$ cat config.mk
export PLATFORM = sky130hd
export DESIGN_NAME = lin_resp_engine
export DESIGN_NICKNAME = d
export VERILOG_FILES = /design/src/rtl/lin_resp_pkg.sv /design/src/rtl/lin_pid_gen.sv /design/src/rtl/lin_csum_acc.sv /design/src/rtl/lin_len_sel.sv /design/src/rtl/lin_resp_buf.sv /design/src/rtl/lin_resp_engine.sv
export SDC_FILE = /design/constraint.sdc
export NUM_CORES = 2
export LEC_CHECK = 0
export ABC_CLOCK_PERIOD_IN_PS = 11680
export BUFFER_PORTS_ARGS = -buffer_cell sky130_fd_sc_hd__buf_2
export CORE_AREA = 2 2 503 505
export CTS_CLUSTER_DIAMETER = 120
export DETAILED_ROUTE_END_ITERATION = 16
export DIE_AREA = 0 0 505 507
export GPL_ROUTABILITY_DRIVEN = 0
export SYNTH_ARGS = -nofsm -noshare
export SYNTH_HDL_FRONTEND = slang
export SYNTH_SLANG_ARGS = --single-unit
$ cat constraint.sdc
create_clock -name clk -period 11.68 [get_ports clk]
set_input_delay 2.92 -clock clk [delete_from_list [all_inputs] [get_ports clk]]
set_output_delay 2.92 -clock clk [all_outputs]
set_load 0.01 [all_outputs]
$ cat src/rtl/lin_resp_pkg.sv
package lin_resp_pkg;

  typedef enum logic [1:0] {
    ACT_PUB = 2'b00,
    ACT_SUB = 2'b01,
    ACT_IGN = 2'b10
  } act_e;

  typedef enum logic [3:0] {
    ST_IDLE,
    ST_PID_TX,
    ST_RD,
    ST_LD,
    ST_DTX,
    ST_CS_LD,
    ST_CS_TX,
    ST_PID_RX,
    ST_D_RX,
    ST_CS_RX
  } st_e;

endpackage

$ cat src/rtl/lin_pid_gen.sv
module lin_pid_gen (
  input  logic [5:0] id,
  input  logic       par_off,
  output logic [7:0] pid
);
  logic p0, p1;
  assign p0  = id[0] ^ id[1] ^ id[2] ^ id[4];
  assign p1  = ~(id[1] ^ id[3] ^ id[4] ^ id[5]);
  assign pid = par_off ? {2'b00, id} : {p1, p0, id};
endmodule

$ cat src/rtl/lin_csum_acc.sv
module lin_csum_acc #(
  parameter int DW = 8
) (
  input  logic          clk,
  input  logic          rst,
  input  logic          clr,
  input  logic          add,
  input  logic [DW-1:0] din,
  output logic [DW-1:0] csum
);
  logic [DW-1:0] acc;
  logic [DW:0]   raw;

  assign raw  = {1'b0, acc} + {1'b0, din};
  assign csum = ~acc;

  always_ff @(posedge clk) begin
    if (rst || clr) acc <= '0;
    else if (add)   acc <= raw[DW-1:0] + {{(DW-1){1'b0}}, raw[DW]};
  end
endmodule

$ cat src/rtl/lin_len_sel.sv
module lin_len_sel #(
  parameter int LEN_W = 8
) (
  input  logic             from_id,
  input  logic [LEN_W-1:0] len_cfg,
  input  logic [1:0]       id_hi,
  output logic [LEN_W-1:0] last_idx
);
  logic [LEN_W-1:0] id_last;

  always_comb begin
    case (id_hi)
      2'b10:   id_last = LEN_W'(3);
      2'b11:   id_last = LEN_W'(7);
      default: id_last = LEN_W'(1);
    endcase
  end

  assign last_idx = from_id ? id_last : len_cfg;
endmodule

$ cat src/rtl/lin_resp_buf.sv
module lin_resp_buf #(
  parameter int DEPTH = 256,
  parameter int DW    = 8,
  localparam int AW   = $clog2(DEPTH)
) (
  input  logic          clk,
  input  logic          a_we,
  input  logic [AW-1:0] a_addr,
  input  logic [DW-1:0] a_wdata,
  output logic [DW-1:0] a_rdata,
  input  logic          b_we,
  input  logic [AW-1:0] b_addr,
  input  logic [DW-1:0] b_wdata,
  output logic [DW-1:0] b_rdata
);
  logic [DW-1:0] mem [DEPTH];

  always_ff @(posedge clk) begin
    if (b_we)      mem[b_addr] <= b_wdata;
    else if (a_we) mem[a_addr] <= a_wdata;
    a_rdata <= mem[a_addr];
    b_rdata <= mem[b_addr];
  end
endmodule

$ cat src/rtl/lin_resp_engine.sv
module lin_resp_engine
  import lin_resp_pkg::*;
#(
  parameter int BUF_DEPTH = 256,
  parameter int LEN_W     = 8,
  localparam int AW       = $clog2(BUF_DEPTH)
) (
  input  logic             clk,
  input  logic             rst,
  input  logic             start,
  input  logic [5:0]       id_in,
  input  logic [1:0]       cfg_action,
  input  logic [LEN_W-1:0] cfg_len,
  input  logic             cfg_len_from_id,
  input  logic             cfg_classic,
  input  logic             cfg_csum_off,
  input  logic             cfg_par_off,
  output logic             tx_valid,
  output logic [7:0]       tx_data,
  input  logic             tx_ready,
  input  logic             rx_valid,
  input  logic [7:0]       rx_data,
  input  logic             buf_we,
  input  logic [AW-1:0]    buf_addr,
  input  logic [7:0]       buf_wdata,
  output logic [7:0]       buf_rdata,
  output logic             busy,
  output logic             frame_done,
  output logic             csum_err,
  output logic             par_err
);

  st_e              state;
  act_e             act_q;
  logic [LEN_W-1:0] len_q, idx, last_idx;
  logic             from_id_q, classic_q, csum_off_q, par_off_q;
  logic [5:0]       id_q;
  logic [7:0]       pid_tx, pid_rx, csum, b_rdata, acc_din;
  logic             b_we, acc_add, acc_clr, is_last, take;

  lin_pid_gen u_pid_tx (.id(id_in),        .par_off(cfg_par_off), .pid(pid_tx));
  lin_pid_gen u_pid_rx (.id(rx_data[5:0]), .par_off(1'b0),        .pid(pid_rx));

  lin_len_sel #(.LEN_W(LEN_W)) u_len (
    .from_id(from_id_q), .len_cfg(len_q), .id_hi(id_q[5:4]), .last_idx(last_idx)
  );

  assign take    = (state == ST_IDLE) && start;
  assign acc_clr = take;
  assign acc_add = ((state == ST_PID_TX) && tx_ready && !classic_q)
                 || ((state == ST_PID_RX) && rx_valid && !classic_q)
                 || ((state == ST_DTX) && tx_ready)
                 || ((state == ST_D_RX) && rx_valid);
  assign acc_din = (state == ST_PID_TX || state == ST_DTX) ? tx_data : rx_data;

  lin_csum_acc #(.DW(8)) u_acc (
    .clk(clk), .rst(rst), .clr(acc_clr), .add(acc_add), .din(acc_din), .csum(csum)
  );

  assign b_we = (state == ST_D_RX) && rx_valid && (act_q == ACT_SUB);

  lin_resp_buf #(.DEPTH(BUF_DEPTH), .DW(8)) u_buf (
    .clk(clk),
    .a_we(buf_we), .a_addr(buf_addr), .a_wdata(buf_wdata), .a_rdata(buf_rdata),
    .b_we(b_we), .b_addr(idx[AW-1:0]), .b_wdata(rx_data), .b_rdata(b_rdata)
  );

  assign is_last = (idx == last_idx);
  assign busy    = (state != ST_IDLE);

  always_ff @(posedge clk) begin
    if (rst) begin
      state      <= ST_IDLE;
      act_q      <= ACT_PUB;
      len_q      <= '0;
      from_id_q  <= 1'b0;
      classic_q  <= 1'b0;
      csum_off_q <= 1'b0;
      par_off_q  <= 1'b0;
      id_q       <= '0;
      idx        <= '0;
      tx_valid   <= 1'b0;
      tx_data    <= '0;
      frame_done <= 1'b0;
      csum_err   <= 1'b0;
      par_err    <= 1'b0;
    end else begin
      frame_done <= 1'b0;
      case (state)
        ST_IDLE: if (start) begin
          act_q      <= (cfg_action == 2'b00) ? ACT_PUB :
                        (cfg_action == 2'b01) ? ACT_SUB : ACT_IGN;
          len_q      <= cfg_len;
          from_id_q  <= cfg_len_from_id;
          classic_q  <= cfg_classic;
          csum_off_q <= cfg_csum_off;
          par_off_q  <= cfg_par_off;
          idx        <= '0;
          csum_err   <= 1'b0;
          par_err    <= 1'b0;
          if (cfg_action == 2'b00) begin
            id_q     <= id_in;
            tx_data  <= pid_tx;
            tx_valid <= 1'b1;
            state    <= ST_PID_TX;
          end else begin
            state    <= ST_PID_RX;
          end
        end
        ST_PID_TX: if (tx_ready) begin
          tx_valid <= 1'b0;
          state    <= ST_RD;
        end
        ST_RD: state <= ST_LD;
        ST_LD: begin
          tx_data  <= b_rdata;
          tx_valid <= 1'b1;
          state    <= ST_DTX;
        end
        ST_DTX: if (tx_ready) begin
          tx_valid <= 1'b0;
          idx      <= idx + 1'b1;
          if (!is_last)       state <= ST_RD;
          else if (csum_off_q) begin
            frame_done <= 1'b1;
            state      <= ST_IDLE;
          end else            state <= ST_CS_LD;
        end
        ST_CS_LD: begin
          tx_data  <= csum;
          tx_valid <= 1'b1;
          state    <= ST_CS_TX;
        end
        ST_CS_TX: if (tx_ready) begin
          tx_valid   <= 1'b0;
          frame_done <= 1'b1;
          state      <= ST_IDLE;
        end
        ST_PID_RX: if (rx_valid) begin
          id_q <= rx_data[5:0];
          if (act_q == ACT_SUB && !par_off_q && rx_data[7:6] != pid_rx[7:6])
            par_err <= 1'b1;
          state <= ST_D_RX;
        end
        ST_D_RX: if (rx_valid) begin
          idx <= idx + 1'b1;
          if (is_last) begin
            if (csum_off_q) begin
              frame_done <= 1'b1;
              state      <= ST_IDLE;
            end else state <= ST_CS_RX;
          end
        end
        ST_CS_RX: if (rx_valid) begin
          if (act_q == ACT_SUB && rx_data != csum) csum_err <= 1'b1;
          frame_done <= 1'b1;
          state      <= ST_IDLE;
        end
        default: state <= ST_IDLE;
      endcase
    end
  end

endmodule

==> metrics.yaml <==
synth:
  syn_inst: 5316
  ys_async_sr_fraction_pct: 0
  synth.distinct_cells: 74
  yosysTopAreaCell: "edfxtp_1"
  synth_area_leaders: "edfxtp_1, mux4_2, mux2i_1"
  syn_area_um2: 99700
  synth_top_area_share_pct: 61.7
  postSynthAreaPerCell_um2: 18.8
  synth_edf_count: 2048
  ys_seq_area_share_pct: 62.9
  synth_warnings: 0
  ys_ff_latch: 2112
  synth_top_flop_cell: "edfxtp_1"
  syn-num-nets: 5379
timing:
  tns_ns: 0
  maxSlewHeadroom_pct: 1.47
  hold_viol: 0
  clock-skew-final_ns: 0.0588
  fin_crit_ns: 6.90
  worst_pin_slew_ns: 1.47
  rsz0062_at_grt: "no"
  slew_viol_final: 0
  fmax_mhz: 145
  period_share_pct: 59.1
  setup_violations: 0
floorplan:
  core_um2: 250000
  rows: 184
  die_x_um: 505
  die_area_um2: 256000
  start_util_pct: 39.8
  dieHeight_um: 507
  io_pins: 71
clocking:
  ctsRootBufferMaster: "clkbuf_16"
  cts_setup_buffers: 0
  clk_path_buf_depth: 3
  htree_levels: 4
  path_clk_slew_ns: 0.07
  hold_buffers: 0
  cts_made_buffers: 220
  cts_resized: 0
  cts_tree: "built"
  insertion_delay_ns: 0.90
  cts.sinks: 2112
global_routing:
  antenna_found_initial: 23
  grt_max_degree: 177
  grt_use_total_pct: 26.5
  grt_overflow_total: 0
  grt_pass1_wl_um: 473000
  first_global_vias: 58197
drt:
  drt-total-wl_um: 345000
  via_count: 59702
  drtIter0Drc: 9954
  via_per_inst: 6.71
  route.detailed.drc: 0
  wl_per_cell_um: 38.7
  drt_pass1_iterations: 6
  ant_nets: 0
layout:
  drive_above_1_share_pct: 30.6
  design_area_um2: 111000
  areaGrowthSynthToFinish_pct: 11.0
  final_common_cell: "edfxtp_1"
  layout_common_cells: "edfxtp_1, mux4_2, nor2_1"
  nNetsFinal: 5416
  final_util_pct: 44.2
job:
  drv_cap: 0
critical_path:
  path_class: "input port to flop"
  crit_path_end_kind: "flop"
  cp.required_ns: 12.46
  cpMostUsedCell: "mux4_2"
  crit_path_top_delay_cell: "a221oi_1"
  crit_chain: "buf_8 -> buf_12 -> buf_4 -> mux4_2 -> mux4_2 -> nor2b_1 -> a221oi_1 -> nand4_1 -> nor4b_2"
  worstPathArrival_ns: 7.68
  start_kind: "input port"
  max_stage_delay_ns: 0.91
  cp_max_fo: 99
placement:
  io_buffers: 70
  place_area_um2: 104000
  dp_hpwl_um: 222000
power:
  power_density_nw_per_um2: 158
  power.leakage_uw: 0.0332
  peakVddDrop_uv: 113
worst_hold_path:
  hp-class: "flop to flop"
status:
  status: "finished clean"
power breakdown:
group,internal [µW],switching [µW]
registers,8420,77.9
logic,787,1140
clock network,4040,3040
registers in the layout, indices dropped and copies added (netlist names), 2 cells and up:
register,count
id_q,2
u_acc.acc,8
u_buf.a_rdata,8
idx,8
tx_data,8
u_buf.mem,2048
state,4
act_q,2
len_q,8
u_buf.b_rdata,8
routing by layer:
layer	part of all wire (%)	GRT usage, %	routed length, µm
met5	0.033	0	115
met4	5.5	12.7	19100
met3	12	8.06	41400
met2	45	40.1	156000
met1	37	34.9	128000
cells by family after synthesis:
| logic type | after synthesis | synth area share [%] |
|---|---|---|
| multiplexers | 1354 | 26.2 |
| AO/OA/AOI/OAI | 632 | 4.40 |
| flip-flops | 2112 | 62.9 |
| XOR/XNOR | 38 | 0.347 |
| buffers and inverters | 437 | 2.57 |
| adder cells (fa/ha/maj) | 13 | 0.171 |
| AND/OR/NAND/NOR | 730 | 3.34 |
Yosys cell counts, types with 18 or more instances:
master    instances
a211oi_1         69
a21oi_1         116
a221oi_1         62
a22o_1           34
a22oi_1          92
a31oi_1          20
buf_1            36
buf_2           133
buf_4            41
buf_6            67
clkbuf_1        140
dfxtp_1          64
edfxtp_1       2048
mux2_2           76
mux2i_1         278
mux4_2         1000
nand2_1         135
nand3_1          48
nand4_1          19
nor2_1          353
nor2b_1          40
nor3_1           42
nor4_1           18
o21ai_0          59
o22ai_1          73
xnor2_1          22
layout make-up:
class,instances,area (µm²)
multi-input combinational,2767,34700
clock inverter,134,1330
tap,3348,4190
clock buffer,279,5880
sequential,2112,62800
inverter,12,45.0
fill,21549,140000
antenna,9,22.5
timing repair buffer,240,1840
through the flow:
step	cells	power, µW	hold slack (ns)	setup slack, ns
floorplan	5316	10000	0.427	5.34
global placement	8478	10500	0.437	4.26
detailed placement	8479	10600	0.447	4.28
CTS	8892	17500	0.456	5.17
global route	8894	17900	0.489	4.86
finish	8901	17500	0.456	4.78
critical path: cells and delay by family:
| family | cells | cell delay, ns |
|---|---|---|
| AOI/OAI and AO/OA | 1 | 0.91 |
| muxes | 2 | 0.72 |
| and+or+nand+nor | 3 | 1.19 |
| buffers and inverters | 3 | 1.71 |
path summary, 6_finish.rpt:
check,start,to,slack [ns],cells after the start
max,buf_addr[1],u_buf.a_rdata[2]$_DFF_P_,4.78,9
min,act_q[0]$_SDFFE_PP0P_,act_q[0]$_SDFFE_PP0P_,0.46,2
max reg2reg,idx[1]$_SDFFE_PP0P_,u_buf.b_rdata[2]$_DFF_P_,5.98,10
min reg2reg,act_q[0]$_SDFFE_PP0P_,act_q[0]$_SDFFE_PP0P_,0.46,2
No activity file was read; power rests on OpenSTA's default activity.
